`src/rtl/uctl_pkg.sv`:
```
package uctl_pkg;
   parameter int NUM_IN   = 6;
   parameter int NUM_OUT  = 4;
   parameter int NUM_ST   = 3;
   parameter int NUM_LINE = 2 * NUM_OUT + NUM_ST;
   parameter int ROM_MAX  = 256;

   // shared line numbering: set Zi -> i-1, clear Zi -> NUM_OUT+i-1, go state k -> 2*NUM_OUT+k-1
   function automatic int fld_aw(input int st);
      case (st)
         0: return 5;
         1: return 3;
         default: return 2;
      endcase
   endfunction

   function automatic int fld_dw(input int st);
      case (st)
         0: return 8;
         1: return 5;
         default: return 4;
      endcase
   endfunction

   // input index (0 = X1) feeding address bit b (b = 0 is LSB)
   function automatic int adr_src(input int st, input int b);
      case (st)
         0: case (b) 0: return 5; 1: return 4; 2: return 2; 3: return 1; default: return 0; endcase
         1: case (b) 0: return 4; 1: return 2; default: return 0; endcase
         default: case (b) 0: return 5; default: return 1; endcase
      endcase
   endfunction

   // shared line driven by data bit d
   function automatic int line_dst(input int st, input int d);
      case (st)
         0: case (d)
               0: return 0;  1: return 1;  2: return 5;  3: return 2;
               4: return 3;  5: return 7;  6: return 9;  default: return 10;
            endcase
         1: case (d)
               0: return 4;  1: return 2;  2: return 7;  3: return 10; default: return 8;
            endcase
         default: case (d)
               0: return 0;  1: return 6;  2: return 3;  default: return 9;
            endcase
      endcase
   endfunction

   function automatic bit fld_bit(input int st, input int a, input int d);
      bit p, q, r, s, t;
      case (st)
         0: begin
            // a = {X1,X2,X3,X5,X6}
            p = a[4]; q = a[3]; r = a[2]; s = a[1]; t = a[0];
            case (d)
               0: return q & t;
               1: return p;
               2: return !p & s & t;
               3: return (p & !r) | (r & s);
               4: return s & !t;
               5: return r & !s & t;
               6: return q & t & !r;
               default: return r & s;
            endcase
         end
         1: begin
            // a = {X1,X3,X5}
            case (d)
               0: return (a <= 3) || (a == 5);
               1, 2, 3: return (a == 1) || (a == 5);
               default: return (a == 3) || (a == 7);
            endcase
         end
         default: begin
            // a = {X2,X6}
            q = a[1]; t = a[0];
            case (d)
               0, 2: return q & !t;
               1: return !q & t;
               default: return q & t;
            endcase
         end
      endcase
   endfunction

   function automatic logic [ROM_MAX-1:0] build_rom(input int st);
      logic [ROM_MAX-1:0] r;
      r = '0;
      for (int a = 0; a < (1 << fld_aw(st)); a++)
         for (int d = 0; d < fld_dw(st); d++)
            r[a * fld_dw(st) + d] = fld_bit(st, a, d);
      return r;
   endfunction
endpackage

```
`src/rtl/uctl_field.sv`:
```
module uctl_field #(
   parameter int ST     = 0,
   parameter int N_IN   = uctl_pkg::NUM_IN,
   parameter int N_LINE = uctl_pkg::NUM_LINE
) (
   input  logic              en_i,
   input  logic [N_IN-1:0]   x_i,
   output logic [N_LINE-1:0] lines_o
);
   localparam int AW    = uctl_pkg::fld_aw(ST);
   localparam int DW    = uctl_pkg::fld_dw(ST);
   localparam int ROM_W = (1 << AW) * DW;
   localparam logic [uctl_pkg::ROM_MAX-1:0] ROM_FULL = uctl_pkg::build_rom(ST);
   localparam logic [ROM_W-1:0] ROM = ROM_FULL[ROM_W-1:0];

   if (AW > N_IN || DW > N_LINE || ROM_W > uctl_pkg::ROM_MAX) begin : g_bad_shape
      $error("uctl_field: field %0d does not fit the configured widths", ST);
   end

   logic [AW-1:0] adr;
   logic [DW-1:0] dat;
   logic          unused_x;

   for (genvar b = 0; b < AW; b++) begin : g_adr
      assign adr[b] = x_i[uctl_pkg::adr_src(ST, b)];
   end

   assign unused_x = ^x_i;
   assign dat      = en_i ? ROM[int'(adr) * DW +: DW] : '0;

   always_comb begin
      lines_o = '0;
      for (int d = 0; d < DW; d++)
         lines_o[uctl_pkg::line_dst(ST, d)] = dat[d];
   end
endmodule

```
`src/rtl/uctl_phase.sv`:
```
module uctl_phase #(
   parameter int N_ST = uctl_pkg::NUM_ST
) (
   input  logic            clk,
   input  logic            rst,
   input  logic [N_ST-1:0] nxt_i,
   output logic [N_ST-1:0] phase_o
);
   localparam logic [N_ST-1:0] PH_RST = N_ST'(1);

   logic [N_ST-1:0] phase_q;

   always_ff @(posedge clk) begin
      if (rst)             phase_q <= PH_RST;
      else if (|nxt_i)     phase_q <= nxt_i;
   end

   assign phase_o = phase_q;

   AST_PHASE_RESET: assert property (@(posedge clk) rst |=> (phase_q == PH_RST));
   AST_PHASE_ONEHOT: assert property (@(posedge clk) disable iff (rst)
      $past(rst) || !rst |-> ($countones(phase_q) == 1 || $past(rst)));
   AST_PHASE_LOAD: assert property (@(posedge clk) disable iff (rst)
      (|nxt_i) |=> (phase_q == $past(nxt_i)));
   AST_PHASE_HOLD: assert property (@(posedge clk) disable iff (rst)
      !(|nxt_i) |=> $stable(phase_q));
endmodule

```
`src/rtl/uctl_outreg.sv`:
```
module uctl_outreg #(
   parameter int N_OUT = uctl_pkg::NUM_OUT
) (
   input  logic             clk,
   input  logic             rst,
   input  logic [N_OUT-1:0] set_i,
   input  logic [N_OUT-1:0] clr_i,
   output logic [N_OUT-1:0] z_o
);
   logic [N_OUT-1:0] z_q;

   always_ff @(posedge clk) begin
      if (rst) z_q <= '0;
      else     z_q <= (z_q | set_i) & ~clr_i;
   end

   assign z_o = z_q;

   for (genvar i = 0; i < N_OUT; i++) begin : g_chk
      AST_Z_SET: assert property (@(posedge clk) disable iff (rst)
         (set_i[i] && !clr_i[i]) |=> z_q[i]);
      AST_Z_CLR: assert property (@(posedge clk) disable iff (rst)
         clr_i[i] |=> !z_q[i]);
      AST_Z_HOLD: assert property (@(posedge clk) disable iff (rst)
         (!set_i[i] && !clr_i[i]) |=> $stable(z_q[i]));
   end
   AST_Z_RESET: assert property (@(posedge clk) rst |=> (z_q == '0));
endmodule

```
`src/rtl/uctl_fielded.sv`:
```
module uctl_fielded #(
   parameter int N_IN  = uctl_pkg::NUM_IN,
   parameter int N_OUT = uctl_pkg::NUM_OUT,
   parameter int N_ST  = uctl_pkg::NUM_ST
) (
   input  logic             clk,
   input  logic             rst,
   input  logic [N_IN-1:0]  x_i,
   output logic [N_ST-1:0]  phase_o,
   output logic [N_OUT-1:0] z_o
);
   localparam int N_LINE = 2 * N_OUT + N_ST;

   if (N_IN != uctl_pkg::NUM_IN || N_OUT != uctl_pkg::NUM_OUT ||
       N_ST != uctl_pkg::NUM_ST || N_ST < 2) begin : g_bad_cfg
      $error("uctl_fielded: parameters must match the field contents");
   end

   logic [N_LINE-1:0] fld_lines [N_ST];
   logic [N_LINE-1:0] lines;
   logic [N_OUT-1:0]  set_req, clr_req;
   logic [N_ST-1:0]   nxt;
   logic [N_ST-1:0]   phase;

   for (genvar k = 0; k < N_ST; k++) begin : g_fld
      uctl_field #(.ST(k), .N_IN(N_IN), .N_LINE(N_LINE)) fld_i (
         .en_i    (phase[k]),
         .x_i     (x_i),
         .lines_o (fld_lines[k])
      );
   end

   always_comb begin
      lines = '0;
      for (int k = 0; k < N_ST; k++) lines = lines | fld_lines[k];
   end

   assign set_req = lines[N_OUT-1:0];
   assign clr_req = lines[2*N_OUT-1:N_OUT];
   assign nxt     = lines[N_LINE-1:2*N_OUT];

   uctl_phase #(.N_ST(N_ST)) phase_i (
      .clk (clk), .rst (rst), .nxt_i (nxt), .phase_o (phase)
   );

   uctl_outreg #(.N_OUT(N_OUT)) out_i (
      .clk (clk), .rst (rst), .set_i (set_req), .clr_i (clr_req), .z_o (z_o)
   );

   assign phase_o = phase;

   AST_REQ_EXCL: assert property (@(posedge clk) disable iff (rst)
      ((set_req & clr_req) == '0));
   AST_NEXT_ONEHOT: assert property (@(posedge clk) disable iff (rst)
      $onehot0(nxt));
   AST_Z2_QUIET: assert property (@(posedge clk) disable iff (rst)
      !phase[0] |-> (!set_req[1] && !clr_req[1]));
endmodule

```
`config.mk`:
```
export PLATFORM = sky130hd
export DESIGN_NAME = uctl_fielded
export DESIGN_NICKNAME = d
export VERILOG_FILES = /design/src/rtl/uctl_pkg.sv /design/src/rtl/uctl_field.sv /design/src/rtl/uctl_phase.sv /design/src/rtl/uctl_outreg.sv /design/src/rtl/uctl_fielded.sv
export SDC_FILE = /design/constraint.sdc
export NUM_CORES = 1
export LEC_CHECK = 0
export ABC_AREA = 1
export BUFFER_PORTS_ARGS = -buffer_cell sky130_fd_sc_hd__buf_2
export CAP_MARGIN = 20
export CELL_PAD_IN_SITES_DETAIL_PLACEMENT = 0
export CELL_PAD_IN_SITES_GLOBAL_PLACEMENT = 1
export CORE_MARGIN = 10
export CORE_UTILIZATION = 29
export CTS_CLUSTER_DIAMETER = 120
export CTS_CLUSTER_SIZE = 8
export DETAILED_ROUTE_END_ITERATION = 10
export GPL_TIMING_DRIVEN = 0
export PLACE_DENSITY_LB_ADDON = 0.08
export SETUP_SLACK_MARGIN = 0.1
export SLEW_MARGIN = 20
export SYNTH_ARGS = -nofsm -noshare
export SYNTH_HDL_FRONTEND = slang
export SYNTH_SLANG_ARGS = --single-unit
```
`constraint.sdc`:
```
create_clock -name clk -period 1.2 [get_ports clk]
set_clock_uncertainty 0.15 [all_clocks]
set_input_delay 0.24 -clock clk [delete_from_list [all_inputs] [get_ports clk]]
set_output_delay 0.24 -clock clk [all_outputs]
set_load 0.05 [all_outputs]
```
==> impl_metrics.yaml <==
cells_and_area:
  area_growth_pct: 64.57
  drive_above_1_share_pct: 51.35
  fillCellCount: 119
  post-route-cell-area_sq_um: 621.8
  n_antenna_cell: 0
  final_common_cell: "nand2_1"
  nNetsFinal: 83
  instances_no_fill: 88
  layout_common_cells: "nand2_1 (11), buf_8 (7), inv_1 (6), nor2_1 (6), buf_2 (6)"
timing:
  finalMaxSlewViolations: 0
  setup_viol: 3
  hold_viol: 0
  rsz0062_at_grt: "true"
  period_needed_ps: 1220
  fin_crit_sh_pct: 101.7
  slew_headroom_pct: 87.02
  setup_slack_ps: -20.18
  tightest_slew_ps: 193.5
  max_clock_freq_mhz: 819.6
run_status:
  violations: "setup timing"
  outcome: "complete, but fails checks"
logic_synthesis:
  ys_seq_area_share_pct: 37.09
  ys_seq_elements: 7
  ys_types: 18
  synth_nets: 61
  syn-mean-instance-area_sq_um: 7.129
  synth_area_sq_um: 377.9
  yosys_warnings: 0
  synth_cells: 53
clock_tree:
  root_buffer: "clkbuf_4"
  clock_sinks: 7
  clk-insertion-delay-late_ps: 250
  clockBufferDepth: 2
  cts_tree: "done"
  htreeDepth: 1
  clk_pin_slew_worst_paths_ps: 50
  postCtsHoldBufs: 0
  numCtsBuffers: 3
die:
  initial_utilization_pct: 32.26
  dieArea_sq_um: 3147
  die_h_um: 56.10
  core_sq_um: 1171
  io_pins: 15
  die_w_um: 56.10
  core.rowCount: 12
critical_path:
  crit_path_end_kind: "output port"
  rr_endpoint: "phase_i.phase_o[1]"
  crit_end: "phase_o[1]"
  reg2reg_from: "phase_i.phase_o[0]"
  worstPathRequired_ps: 810
  crit_arrival_ps: 830
  cp-startpoint: "phase_i.phase_o[1]"
  startpoint_type: "register"
  r2r_slack_ps: 40
  reg2regPathDepth: 6
  critPathMaxFanout: 2
  criticalPathCategory: "register to output port"
placed_design:
  gp_congestion: 0.7995
  dpl-instance-area_sq_um: 462.9
  portBuffers: 13
  placed_cells: 80
  dp_slack_ps: -35.69
  dpl.hpwl_um: 809.3
pwr:
  leakage_nw: 0.2953
  max-vdd-ir-drop_uv: 648.9
  powerDensity_nw_per_um2: 1241
detailed_routing:
  ant_nets: 0
  wire_per_inst_um: 12.32
  drtIter0Drc: 12
  via_per_inst: 4.784
  drc: 0
  num_vias: 421
  totalWireLength_mm: 1.084
  dr.pass1.iters: 4
grt:
  grt_max_degree: 7
  grt_pass1_wl_mm: 1.787
  grt-ovfl-total: 0
  antenna_found_initial: 0
  grt_usage_pct: 6.935
  grt_pass1_vias: 433
worst_hold_path:
  holdCritPathClass: "input pin to register"
  min_delay_path_depth: 2
job:
  maxCapViolCount: 0
[per-layer routing]
metal | wire length (um) | global-route usage, %
met1 | 505 | 8.005
met2 | 438 | 9.134
met3 | 125 | 3.872
met4 | 15 | 5.119
met5 | 0 | 0
[Yosys cell counts]
| cell | number | area (sq um) |
|---|---|---|
| nor3_1 | 2 | 10.01 |
| inv_1 | 6 | 22.52 |
| dfxtp_1 | 7 | 140.1 |
| a211oi_1 | 1 | 7.510 |
| nor3_2 | 2 | 20.02 |
| o21ai_2 | 1 | 8.760 |
| buf_4 | 3 | 22.52 |
| o21ai_0 | 1 | 5.000 |
| inv_2 | 1 | 3.750 |
| nand3_1 | 3 | 15.01 |
| nand3_2 | 1 | 10.01 |
| nor2_1 | 6 | 22.52 |
| o211ai_1 | 1 | 7.510 |
| a21oi_1 | 3 | 15.01 |
| nand2_1 | 11 | 41.29 |
| nand2_2 | 1 | 6.260 |
| o21bai_1 | 1 | 7.510 |
| a31oi_1 | 2 | 12.51 |
[area by class of cell]
| cell class | instances | area, sq um | share of cell area [%] |
|---|---|---|---|
| multi-input cells | 36 | 198.9 | 31.99 |
| repair buffers | 17 | 165.2 | 26.56 |
| flip-flops and latches | 7 | 153.9 | 24.75 |
| plain buffers | 3 | 33.78 | 5.433 |
| clock buffers | 4 | 26.28 | 4.225 |
| inverters | 7 | 26.28 | 4.225 |
| well taps | 14 | 17.52 | 2.817 |
[what timing repair did]
action                     4_1_cts  5_1_grt
pin swaps                        0        0
buffers inserted                 3        1
setup endpoints to repair       11       14
resized for setup               32        2
[flip-flops by register name (all words and copies together) (netlist names)]
register         cells
phase_i.phase_o      3
out_i.z_o            4
[cells by family (layout without fill, tap and decap cells)]
logic type             after synthesis  after routing  share of synthesized area, %
and+or+nand+nor                     26             26                         33.11
AOI/OAI and AO/OA                   10             10                         16.89
buffers and inverters               10             31                         12.91
DFF                                  7              7                         37.08
[how the worst min path moves through the flow]
stage,from,endpoint,slack (ps)
final,rst,out_i.z_o[1],70
after global routing,rst,phase_i.phase_o[1],70
after CTS,rst,out_i.z_o[1],70
after detailed placement,out_i.z_o[1],out_i.z_o[1],320
after global placement,out_i.z_o[0],out_i.z_o[0],310
after floorplan,rst,out_i.z_o[1],150
[per-stage QoR]
stage | TNS [ps] | utilization (%) | hold WS [ps] | total power, mW
global placement | -46.14 | 39.53 | 305.2 | 0.4864
finish | -47.57 | 53.10 | 73.65 | 0.7716
detailed placement | -35.69 | 39.53 | 318.5 | 0.4850
CTS | -69.51 | 52.03 | 66.83 | 0.7722
global route | -170.0 | 53.10 | 73.90 | 0.8143
floorplan | 0 | - | 151.7 | 0.4300
[critical path, stage by stage (launching register included)]
cell and delay [ps]:
dfxtp_4 340, buf_6 110, buf_8 140
[where the power goes]
group | internal, mW | switching [mW]
combinational | 0.125 | 0.163
clock | 0.127 | 0.0823
sequential | 0.258 | 0.0170
total | 0.510 | 0.262
No activity file was read; power rests on OpenSTA's default activity.
